==> config.mk <==
export PLATFORM = sky130hd
export DESIGN_NAME = cfg_xfer_trigger
export DESIGN_NICKNAME = d
export VERILOG_FILES = /design/src/rtl/cxt_pkg.sv /design/src/rtl/cxt_edge_det.sv /design/src/rtl/cxt_route.sv /design/src/rtl/cxt_fire_fsm.sv /design/src/rtl/cfg_xfer_trigger.sv
export SDC_FILE = /design/constraint.sdc
export NUM_CORES = 1
export LEC_CHECK = 0
export ABC_AREA = 1
export ABC_CLOCK_PERIOD_IN_PS = 1150
export BUFFER_PORTS_ARGS = -buffer_cell sky130_fd_sc_hd__buf_2
export CORE_AREA = 5 5 42 44
export DETAILED_ROUTE_END_ITERATION = 6
export DIE_AREA = 0 0 47 49
export PLACE_DENSITY = 0.52
export SLEW_MARGIN = 40
export SYNTH_ARGS = -nofsm -noshare
export SYNTH_HDL_FRONTEND = slang
export SYNTH_SLANG_ARGS = --single-unit
==> constraint.sdc <==
create_clock -name clk_a -period 1.15 [get_ports clk_a]
set_input_delay 0.0575 -clock clk_a [delete_from_list [all_inputs] [get_ports clk_a]]
set_output_delay 0.0575 -clock clk_a [all_outputs]
set_load 0.02 [all_outputs]
==> src/rtl/cxt_pkg.sv <==
package cxt_pkg;

    typedef enum logic [1:0] {
        XM_AUTO    = 2'd0,
        XM_EVENT   = 2'd1,
        XM_CLKSYNC = 2'd2,
        XM_IDLE    = 2'd3
    } xfer_mode_e;

    typedef struct packed {
        logic armed;
        logic exec;
    } fire_st_t;

    typedef struct packed {
        logic arm_evt;
        logic trig_evt;
        logic direct_fire;
    } route_t;

endpackage

==> src/rtl/cxt_edge_det.sv <==
module cxt_edge_det #(
    parameter int STAGES = 2
) (
    input  logic clk,
    input  logic rst_n,
    input  logic d_i,
    output logic rise_o
);
    localparam int W = (STAGES > 0) ? STAGES : 1;

    logic lvl;
    logic prev_d, prev_q;

    generate
        if (STAGES > 0) begin : g_sync
            logic [W-1:0] chain_d, chain_q;
            always_comb begin
                chain_d    = chain_q << 1;
                chain_d[0] = d_i;
            end
            always_ff @(posedge clk or negedge rst_n) begin
                if (!rst_n) chain_q <= '0;
                else        chain_q <= chain_d;
            end
            assign lvl = chain_q[W-1];
        end else begin : g_direct
            assign lvl = d_i;
        end
    endgenerate

    always_comb begin
        prev_d = lvl;
        rise_o = lvl & ~prev_q;
    end

    always_ff @(posedge clk or negedge rst_n) begin
        if (!rst_n) prev_q <= 1'b0;
        else        prev_q <= prev_d;
    end
endmodule

==> src/rtl/cxt_route.sv <==
module cxt_route
    import cxt_pkg::*;
(
    input  xfer_mode_e mode_i,
    input  logic       arm_stage_en_i,
    input  logic       ext_arms_i,
    input  logic       ext_rise_i,
    input  logic       int_rise_i,
    input  logic       eob_i,
    input  logic       aligned_i,
    output route_t     route_o
);
    always_comb begin
        route_o = '0;
        unique case (mode_i)
            XM_AUTO: begin
                route_o.direct_fire = eob_i;
            end
            XM_EVENT: begin
                if (!arm_stage_en_i) begin
                    route_o.arm_evt  = eob_i;
                    route_o.trig_evt = ext_rise_i;
                end else if (ext_arms_i) begin
                    route_o.arm_evt  = ext_rise_i;
                    route_o.trig_evt = int_rise_i;
                end else begin
                    route_o.arm_evt  = int_rise_i;
                    route_o.trig_evt = ext_rise_i;
                end
            end
            XM_CLKSYNC: begin
                route_o.arm_evt  = eob_i;
                route_o.trig_evt = aligned_i;
            end
            default: route_o = '0;
        endcase
    end
endmodule

==> src/rtl/cxt_fire_fsm.sv <==
module cxt_fire_fsm
    import cxt_pkg::*;
(
    input  logic   clk,
    input  logic   rst_n,
    input  route_t route_i,
    output logic   armed_o,
    output logic   exec_o
);
    fire_st_t st_d, st_q;
    logic     fire;

    always_comb begin
        st_d     = st_q;
        fire     = route_i.direct_fire | (st_q.armed & route_i.trig_evt);
        st_d.exec  = fire;
        st_d.armed = (st_q.armed & ~fire) | route_i.arm_evt;
    end

    always_ff @(posedge clk or negedge rst_n) begin
        if (!rst_n) st_q <= '0;
        else        st_q <= st_d;
    end

    assign armed_o = st_q.armed;
    assign exec_o  = st_q.exec;
endmodule

==> src/rtl/cfg_xfer_trigger.sv <==
module cfg_xfer_trigger
    import cxt_pkg::*;
#(
    parameter int EXT_SYNC_STAGES = 2
) (
    input  logic       clk_a,
    input  logic       rst_n,
    input  logic [1:0] mode_i,
    input  logic       arm_stage_en_i,
    input  logic       ext_arms_i,
    input  logic       ext_evt_i,
    input  logic       int_evt_i,
    input  logic       eob_i,
    input  logic       clks_aligned_i,
    output logic       exec_o
);
    logic   ext_rise_w;
    logic   int_rise_w;
    logic   armed_w;
    route_t route_w;

    cxt_edge_det #(.STAGES(EXT_SYNC_STAGES)) u_ext_edge (
        .clk    (clk_a),
        .rst_n  (rst_n),
        .d_i    (ext_evt_i),
        .rise_o (ext_rise_w)
    );

    cxt_edge_det #(.STAGES(0)) u_int_edge (
        .clk    (clk_a),
        .rst_n  (rst_n),
        .d_i    (int_evt_i),
        .rise_o (int_rise_w)
    );

    cxt_route u_route (
        .mode_i         (xfer_mode_e'(mode_i)),
        .arm_stage_en_i (arm_stage_en_i),
        .ext_arms_i     (ext_arms_i),
        .ext_rise_i     (ext_rise_w),
        .int_rise_i     (int_rise_w),
        .eob_i          (eob_i),
        .aligned_i      (clks_aligned_i),
        .route_o        (route_w)
    );

    cxt_fire_fsm u_fsm (
        .clk     (clk_a),
        .rst_n   (rst_n),
        .route_i (route_w),
        .armed_o (armed_w),
        .exec_o  (exec_o)
    );
endmodule

==> results of run 1 <==
-- cells in the mapped netlist --
cell type	count
nand3_1	3
clkinv_2	1
ha_1	3
inv_2	1
inv_1	3
nand3_2	1
nand2_2	3
dfrtp_1	6
nand2_1	12
o21a_1	1
nand3b_1	1
-- cells by family (layout without fill, tap and decap cells) --
logic type	after synthesis	count (layout)	synth area share
buffers and inverters	5	21	0.0642
and+or+nand+nor	20	20	0.309
AOI/OAI and AO/OA	1	1	0.0241
DFF	6	6	0.482
adders and majority gates	3	3	0.120
-- layout make-up --
cell class | count | area [sq um]
Clock buffer | 3 | 22.5
Fill cell | 168 | 967
Inverter | 5 | 20.0
Multi-Input combinational cell | 24 | 141
Sequential cell | 6 | 150
Tap cell | 16 | 20.0
Timing Repair Buffer | 13 | 80.1
-- metrics by stage --
stage | area, sq um | hold WS [ns] | utilization | std cells | total power (uW)
2_1_floorplan | 312 | -0.238 | - | 35 | 282
3_3_place_gp | 382 | -0.114 | 0.272 | 61 | 313
3_5_place_dp | 382 | -0.114 | 0.272 | 61 | 314
4_1_cts | 434 | 0.102 | 0.310 | 67 | 515
5_1_grt | 434 | 0.127 | 0.310 | 67 | 548
6_report | 434 | 0.103 | 0.310 | 67 | 500
-- worst max-delay path by stage --
stage,to,from,cells after the start,slack [ns]
floorplan,u_fsm.armed_o,u_int_edge.prev_q,8,0.28
global placement,u_fsm.armed_o,u_int_edge.prev_q,8,0.22
detailed placement,u_fsm.armed_o,u_int_edge.prev_q,8,0.22
CTS,u_fsm.armed_o,int_evt_i,8,0.15
global route,u_fsm.armed_o,int_evt_i,8,0.10
finish,u_fsm.armed_o,int_evt_i,8,0.16
-- cell usage in the layout (no fill, tap or decap) --
cell type / n
nand2_1: 12
dfrtp_1: 6
nand3_2: 1
nand3b_1: 1
nand3_1: 3
nand2_2: 3
o21a_1: 1
buf_2: 10
clkinv_2: 1
inv_1: 3
dlygate4sd3_1: 3
inv_2: 1
clkbuf_4: 3
ha_1: 3
-- routing by layer --
| metal | global-route usage | up-vias | wire length (um) |
|---|---|---|---|
| met4 | 0.0138 | 0 | 0 |
| met2 | 0.0724 | 6 | 267 |
| met1 | 0.0717 | 121 | 190 |
| met5 | 0 | - | 0 |
| met3 | 0.0554 | 0 | 48 |
| li1 | - | 139 | - |
-- report_power, final --
group	switching [uW]	total [uW]	internal [uW]
sequential	6.23	236	230
combinational	42.0	80.8	38.8
clock	66.4	184	117
-- state kept, by name, indices dropped and copies added (netlist names) --
name / count
u_fsm.exec_o: 1
u_int_edge.prev_q: 1
u_ext_edge.prev_q: 1
u_fsm.armed_o: 1
u_ext_edge.g_sync.chain_q: 2
-- worst max-delay path, delay by kind of cell --
kind	cells	cell delay, ns
buf+inv	2	0.66
simple gates	6	0.39
-- repair_timing --
action | CTS | global route
buffers inserted | 0 | 0
hold buffers | 3 | 0
endpoints found under the hold margin | 8 | 0
==> results_dict.tcl, run 1 <==
set metrics [dict create \
    status "finished, final reports clean" \
    synthTopCellsByArea "dfrtp_1 48%, nand2_1 14%, ha_1 12%, nand2_2 6.0%, nand3_1 4.8%" \
    drc 0 \
    vdd_drop_max_v 0.000891 \
    firstDrtPassIters 1 \
    grt_overflow 0 \
    final.setup.tns_ns 0 \
    grt_pass1_vias 248 \
    cap_violations 0 \
    worst_slew_pin_slew_ns 0.129 \
    synth_area_leader_cell "dfrtp_1" \
    crit_path_frequent_cell "nand2_1" \
    wl_per_cell_um 7.55 \
    via_per_inst 3.97 \
    die_h_um 49 \
    fin_crit_sh 0.863 \
    r2r-start "u_int_edge.prev_q" \
    period_minus_slack_ns 0.993 \
    grt_max_degree 7 \
    initial_utilization 0.222 \
    avgSynthCellArea_sq_um 8.90 \
    hp-start "eob_i" \
    cts_buffer_depth 2 \
    cpMaxStageDelayCell "dlygate4sd3_1" \
    path_cells "dlygate4sd3_1, buf_2, nand2_1, nand3b_1, nand3_1, nand2_1, nand2_1, nand2_1" \
    r2r_cells 8 \
    syn_to_final_growth_pct 39.4 \
    synth-seq-area-share 0.482 \
    setup_ws_ns 0.157 \
    gp_congestion 0.625 \
    cp.required_ns 1.27 \
    syn_nets 48 \
    end_kind "flip-flop" \
    cts_resized 0 \
    clock_skew_ns 0.00207 \
    synth_top_cell_area_share 0.482 \
    vias 266 \
    root_buffer "clkbuf_4" \
    relSlewSlack 0.914 \
    yosys_register_bits 6 \
    wl_um 506 \
    hold_path_depth 3 \
    hold_end "u_fsm.exec_o" \
    rsz0062_at_grt "false" \
    diodes 0 \
    power_density_nw_per_um2 1150 \
    core-area_sq_um 1400 \
    cts_made_buffers 3 \
    p_leak_uw 0.000242 \
    clkLatencyLatePin_ns 0.24 \
    h-tree-depth 1 \
    drtAntennaViolNets 0 \
    cp_max_fo 2 \
    clock-sinks 6 \
    fmax_mhz 1010 \
    path_clk_slew_ns 0.04 \
    dpl.hpwl_um 444 \
    io_buffers 10 \
    grt.total_usage 0.0581 \
    slew_viol_final 0 \
    synth_area_sq_um 312 \
    yosysWarnings 0 \
    worstHoldPathType "input pin to flip-flop" \
    drt_iter0_markers 0 \
    drive_above_1_share 0.373 \
    regToRegEndpoint "u_fsm.armed_o" \
    rows 14 \
    dpl_worst_slack_ns 0.224 \
    cpPeakStageDelay_ns 0.53 \
    synth_cell_types 11 \
    reg2reg_slack_ns 0.23 \
    die_w_um 47 \
    grt_pass1_wl_um 938 \
    synth_cells 35 \
    critPathArrivalTime_ns 1.12 \
    worstSetupPathType "input pin to flip-flop" \
    hold_viol_final 0 \
    cp-start-kind "input pin" \
    nets 66 \
    die_area_sq_um 2300 \
    ioPinCount 11 \
    setup_viol 0 \
    antenna_found_initial 0 \
    cts_tree "done" \
]
Power figures use the tool's default switching activity.
==> inputs of run 2 (changes only) <==
- ABC_CLOCK_PERIOD_IN_PS: 1150 -> 900
- GPL_TIMING_DRIVEN: default -> 0
- PLACE_DENSITY: 0.52 -> 0.53
- clock period: 1.15 -> 0.9 ns (I/O delays scaled with it)
==> run 2 against run 1 <==
Compared with the run above: the run now ends with negative setup slack left; routed wire length up 17%; clock skew is 0.0036 ns higher; worst hold slack worse by 0.040 ns; first-iteration DRC count increased by 1; critical endpoint unchanged.
==> results_dict.tcl, run 2 (synthesized netlist as in run 1, its figures left out) <==
set metrics [dict create \
    wl_per_cell_um 8.81 \
    wl_um 590 \
    hold_viol_final 0 \
    root_buffer "clkbuf_4" \
    worst_slew_pin_slew_ns 0.141 \
    dpl.hpwl_um 465 \
    power_density_nw_per_um2 1500 \
    grt_pass1_vias 225 \
    setup_viol 1 \
    post_cts_buffers 0 \
    status "complete, but fails checks" \
    io_buffers 10 \
    final.setup.tns_ns -0.0375 \
    violations "negative setup slack" \
    p_leak_uw 0.000242 \
    grt_max_degree 7 \
    vias 255 \
    nets 66 \
    rsz0062_at_grt "true" \
    final_cell_mix "10 x buf_2, 9 x nand2_1, 6 x nand2_2, 6 x dfrtp_1" \
    path_buf_inv 1 \
    grt_overflow 0 \
    crit_path_frequent_cell "nand2_2" \
    slew_viol_final 0 \
    grt_pass1_wl_um 883 \
    drc 0 \
    initial_utilization 0.222 \
    relSlewSlack 0.906 \
    setup_ws_ns -0.0375 \
    clkLatencyLatePin_ns 0.25 \
    cts_buffer_depth 2 \
    largest_reg_flops 2 \
    cts_made_buffers 3 \
    clock-sinks 6 \
    place_area_sq_um 382 \
    critPathArrivalTime_ns 1.07 \
    antenna_found_initial 0 \
    fmax_mhz 1070 \
    drive_above_1_share 0.431 \
    grt.total_usage 0.0609 \
    die_w_um 47 \
    cts_tree "done" \
    fin_crit_sh 1.04 \
    worstSetupPathType "flip-flop to flip-flop" \
    syn_to_final_growth_pct 41.8 \
    path_cells "inv_1, nand2_2, nand2_2, nand3_2, nand2_2, nand2_1, nand3_1, nand2_1" \
    cp_top_family "simple AND/OR/NAND/NOR gates" \
    cp_max_fo 2 \
    final_area_sq_um 442 \
    whs_ns 0.0637 \
    regArea_sq_um 150 \
    fill_cells 159 \
    rows 14 \
    drt_iter0_markers 1 \
    die_area_sq_um 2300 \
    path_clk_slew_ns 0.05 \
    drtAntennaViolNets 0 \
    die_h_um 49 \
    firstDrtPassIters 3 \
    diodes 0 \
    gp_congestion 0.633 \
    cp-start-kind "flip-flop" \
    dpl_worst_slack_ns -0.0416 \
    cp.required_ns 1.03 \
    cap_violations 0 \
    worstHoldPathType "input pin to flip-flop" \
    clock_skew_ns 0.00567 \
    largest_register "u_ext_edge.g_sync.chain_q" \
    multi_input_area_sq_um 149 \
    period_minus_slack_ns 0.937 \
    h-tree-depth 1 \
    cpMaxStageDelayCell "dfrtp_1" \
    layout_commonest_cell "buf_2" \
    cpPeakStageDelay_ns 0.36 \
    core-area_sq_um 1400 \
    ioPinCount 11 \
    end_kind "flip-flop" \
    via_per_inst 3.81 \
    vdd_drop_max_v 0.000746 \
]
-- run 2: cell types whose count changed in the layout (fill, tap and decap cells not counted) --
cell | before | now
nand2_1 | 12 | 9
nand2_2 | 3 | 6
-- run 2: worst paths after layout --
path                       depth (start not counted)                          from  slack [ns]                            to
min                                                3                         eob_i        0.06                  u_fsm.exec_o
max reg2reg                                        8             u_ext_edge.prev_q       -0.04                 u_fsm.armed_o
max in group asynchronous                          2                         rst_n        0.60  u_ext_edge.g_sync.chain_q[0]
min in group asynchronous                          2                         rst_n        0.15             u_int_edge.prev_q
min reg2reg                                        0  u_ext_edge.g_sync.chain_q[0]        0.35  u_ext_edge.g_sync.chain_q[1]
max                                                8             u_ext_edge.prev_q       -0.04                 u_fsm.armed_o
-- run 2: repair_timing --
| action | 4_1_cts | 5_1_grt |
|---|---|---|
| endpoints found under the setup margin | 1 | 2 |
| endpoints found under the hold margin | 8 | 0 |
| gates resized for setup | 1 | 2 |
| pin swaps | 0 | 5 |
| hold buffers | 3 | 0 |
-- run 2: worst min-delay path, stage by stage --
cell	delay [ns]
buf_2	0.10
nand2_1	0.07
nand2_1	0.06
-- run 2: stage by stage --
step                      utilization  std cells  power (uW)
after floorplan                     -         35         360
after global placement          0.272         61         400
after detailed placement        0.272         61         402
after CTS                       0.312         67         672
after global routing            0.315         67         703
final                           0.315         67         661
-- run 2: layout make-up --
| cell class | count | share of cell area |
|---|---|---|
| Multi-Input combinational cell | 24 | 0.337 |
| Tap cell | 16 | 0.0453 |
| Clock buffer | 3 | 0.0510 |
| Inverter | 5 | 0.0453 |
| Sequential cell | 6 | 0.340 |
| Timing Repair Buffer | 13 | 0.181 |
-- run 2: report_power, final --
group          switching (uW)  internal, uW  leakage (uW)
clock                    99.6           151     0.0000138
combinational            56.8          51.9      0.000156
sequential               8.71           293     0.0000722
total                     165           496      0.000242
-- run 2: metal layers --
metal	vias to the layer above	wire length [um]	share of wire	GRT usage
li1	140	-	-	-
met1	108	248	0.42	0.0580
met2	7	277	0.47	0.0747
met3	0	63	0.11	0.0664
met4	0	0	0	0.0415
met5	-	0	0	0
==> inputs of run 3 (changes only) <==
- ABC_CLOCK_PERIOD_IN_PS: 900 -> 1020
- CORE_AREA: 5 5 42 44 -> 2 2 39 41
- DIE_AREA: 0 0 47 49 -> 0 0 41 43
- PLACE_DENSITY: 0.53 -> 0.52
- clock period: 0.9 -> 1.02 ns (I/O delays scaled with it)
==> run 3 against run 2 <==
Compared with the run above: the flow now finishes without violations; worst setup slack gained 0.13 ns; routed wire length is 15% lower; fmax rose by 1.4%; first-iteration DRC count increased to 3.0 times the previous value; sequential share of layout area is 0.79 points higher; critical path depth did not move; combinational power fell by 17%; clock power fell by 18%; final cell count decreased by 1.5%; sequential power fell by 12%; die area is 23% lower; critical path type unchanged.
==> results_dict.tcl, run 3 (synthesized netlist as in run 1, its figures left out) <==
set metrics [dict create \
    grt_pass1_wl_um 793 \
    fmax_mhz 1080 \
    fin_crit_sh 0.906 \
    regToRegEndpoint "u_fsm.armed_o" \
    hold_viol_final 0 \
    period_minus_slack_ns 0.924 \
    r2r_cells 8 \
    cts_tree "done" \
    path_cells "inv_1, nand2_1, nand2_1, nand3_2, nand2_2, nand2_1, nand3_1, nand2_1" \
    ioPinCount 11 \
    finalPower_uw 564 \
    final.setup.tns_ns 0 \
    die_w_um 41 \
    end_kind "flip-flop" \
    cts_buffer_depth 2 \
    rows 14 \
    path_clk_slew_ns 0.04 \
    drt_iter0_markers 3 \
    r2r-start "u_ext_edge.prev_q" \
    dpl.hpwl_um 422 \
    cpMaxStageDelayCell "dfrtp_1" \
    p_leak_uw 0.000238 \
    layout_commonest_cell "nand2_1" \
    gp_congestion 0.672 \
    clock-sinks 6 \
    place_area_sq_um 382 \
    cpPeakStageDelay_ns 0.35 \
    cp_max_fo 2 \
    drive_above_1_share 0.380 \
    hold_path_depth 3 \
    via_per_inst 3.85 \
    clock_skew_ns 0.000244 \
    root_buffer "clkbuf_4" \
    crit_path_frequent_cell "nand2_1" \
    grt.total_usage 0.0728 \
    vias 254 \
    drc 0 \
    final_area_sq_um 432 \
    cts_made_buffers 3 \
    antenna_found_initial 0 \
    grt_overflow 0 \
    core-area_sq_um 1380 \
    cp-start-kind "flip-flop" \
    post_cts_buffers 0 \
    h-tree-depth 1 \
    largest_register "u_ext_edge.g_sync.chain_q" \
    grt_pass1_vias 222 \
    relSlewSlack 0.911 \
    clkLatencyLatePin_ns 0.23 \
    critPathArrivalTime_ns 1.05 \
    status "finished, final reports clean" \
    hold_end "u_fsm.exec_o" \
    largest_reg_flops 2 \
    io_buffers 10 \
    hp-start "eob_i" \
    diodes 0 \
    nets 65 \
    initial_utilization 0.225 \
    final_cell_mix "11 x nand2_1, 9 x buf_2, 6 x dfrtp_1" \
    firstDrtPassIters 4 \
    wl_um 499 \
    die_h_um 43 \
    worstSetupPathType "flip-flop to flip-flop" \
    reg2reg_slack_ns 0.1 \
    worstHoldPathType "input pin to flip-flop" \
    wl_per_cell_um 7.56 \
    setup_viol 0 \
    grt_max_degree 7 \
    drtAntennaViolNets 0 \
    slew_viol_final 0 \
    syn_to_final_growth_pct 38.6 \
    fill_cells 157 \
    die_area_sq_um 1760 \
    cap_violations 0 \
    worst_slew_pin_slew_ns 0.134 \
    rsz0062_at_grt "false" \
    cp.required_ns 1.14 \
    vdd_drop_max_v 0.000779 \
    power_density_nw_per_um2 1310 \
]
run 3: cell count changes in the layout (fill, tap and decap cells not counted), sizes merged:
cell,previous run,this run
buf,10,9
run 3: layout make-up:
type | instances | area (sq um) | area share
well taps | 16 | 20.0 | 0.0464
repair buffers | 12 | 75.1 | 0.174
multi-input cells | 24 | 144 | 0.333
flip-flops and latches | 6 | 150 | 0.348
inverters | 5 | 20.0 | 0.0464
clock buffers | 3 | 22.5 | 0.0522
run 3: critical path: cells and delay by family, from the launching register on:
kind	cells	cell delay (ns)
AND/OR/NAND/NOR	7	0.41
buffers and inverters	1	0.05
flip-flops	1	0.35
run 3: through the flow:
step / std cells / hold slack [ns] / util / worst slack (ns)
3_3_place_gp: 61 / -0.121 / 0.276 / 0.0926
6_report: 66 / 0.0794 / 0.312 / 0.0958
4_1_cts: 67 / 0.0768 / 0.314 / 0.0218
3_5_place_dp: 61 / -0.121 / 0.276 / 0.0676
5_1_grt: 66 / 0.108 / 0.312 / 0.0377
2_1_floorplan: 35 / -0.245 / - / 0.148
run 3: worst max path at each step:
stage | endpoint | slack [ns] | cells past startpoint | startpoint
2_1_floorplan | u_fsm.armed_o | 0.15 | 8 | u_int_edge.prev_q
3_3_place_gp | u_fsm.armed_o | 0.09 | 8 | u_ext_edge.prev_q
3_5_place_dp | u_fsm.armed_o | 0.07 | 8 | u_int_edge.prev_q
4_1_cts | u_fsm.armed_o | 0.02 | 8 | int_evt_i
5_1_grt | u_fsm.armed_o | 0.04 | 8 | u_ext_edge.prev_q
6_report | u_fsm.armed_o | 0.1 | 8 | u_ext_edge.prev_q
run 3: repair_timing:
item | in CTS | in global routing
hold buffers | 3 | 0
hold endpoints to repair | 8 | 0
resized for setup | 0 | 1
endpoints found under the setup margin | 0 | 1
run 3: layer usage:
metal / share of wire / GRT usage / vias to the layer above
met1: 0.49 / 0.0855 / 111
met5: 0 / 0 / -
li1: - / - / 138
met4: 0 / 0.0200 / 0
met3: 0.066 / 0.0785 / 0
met2: 0.44 / 0.0875 / 5
run 3: report_power, final:
part           total, uW  switching (uW)  internal [uW]
registers            266            7.17            259
logic               90.8            47.9           42.9
clock network        207            74.7            132
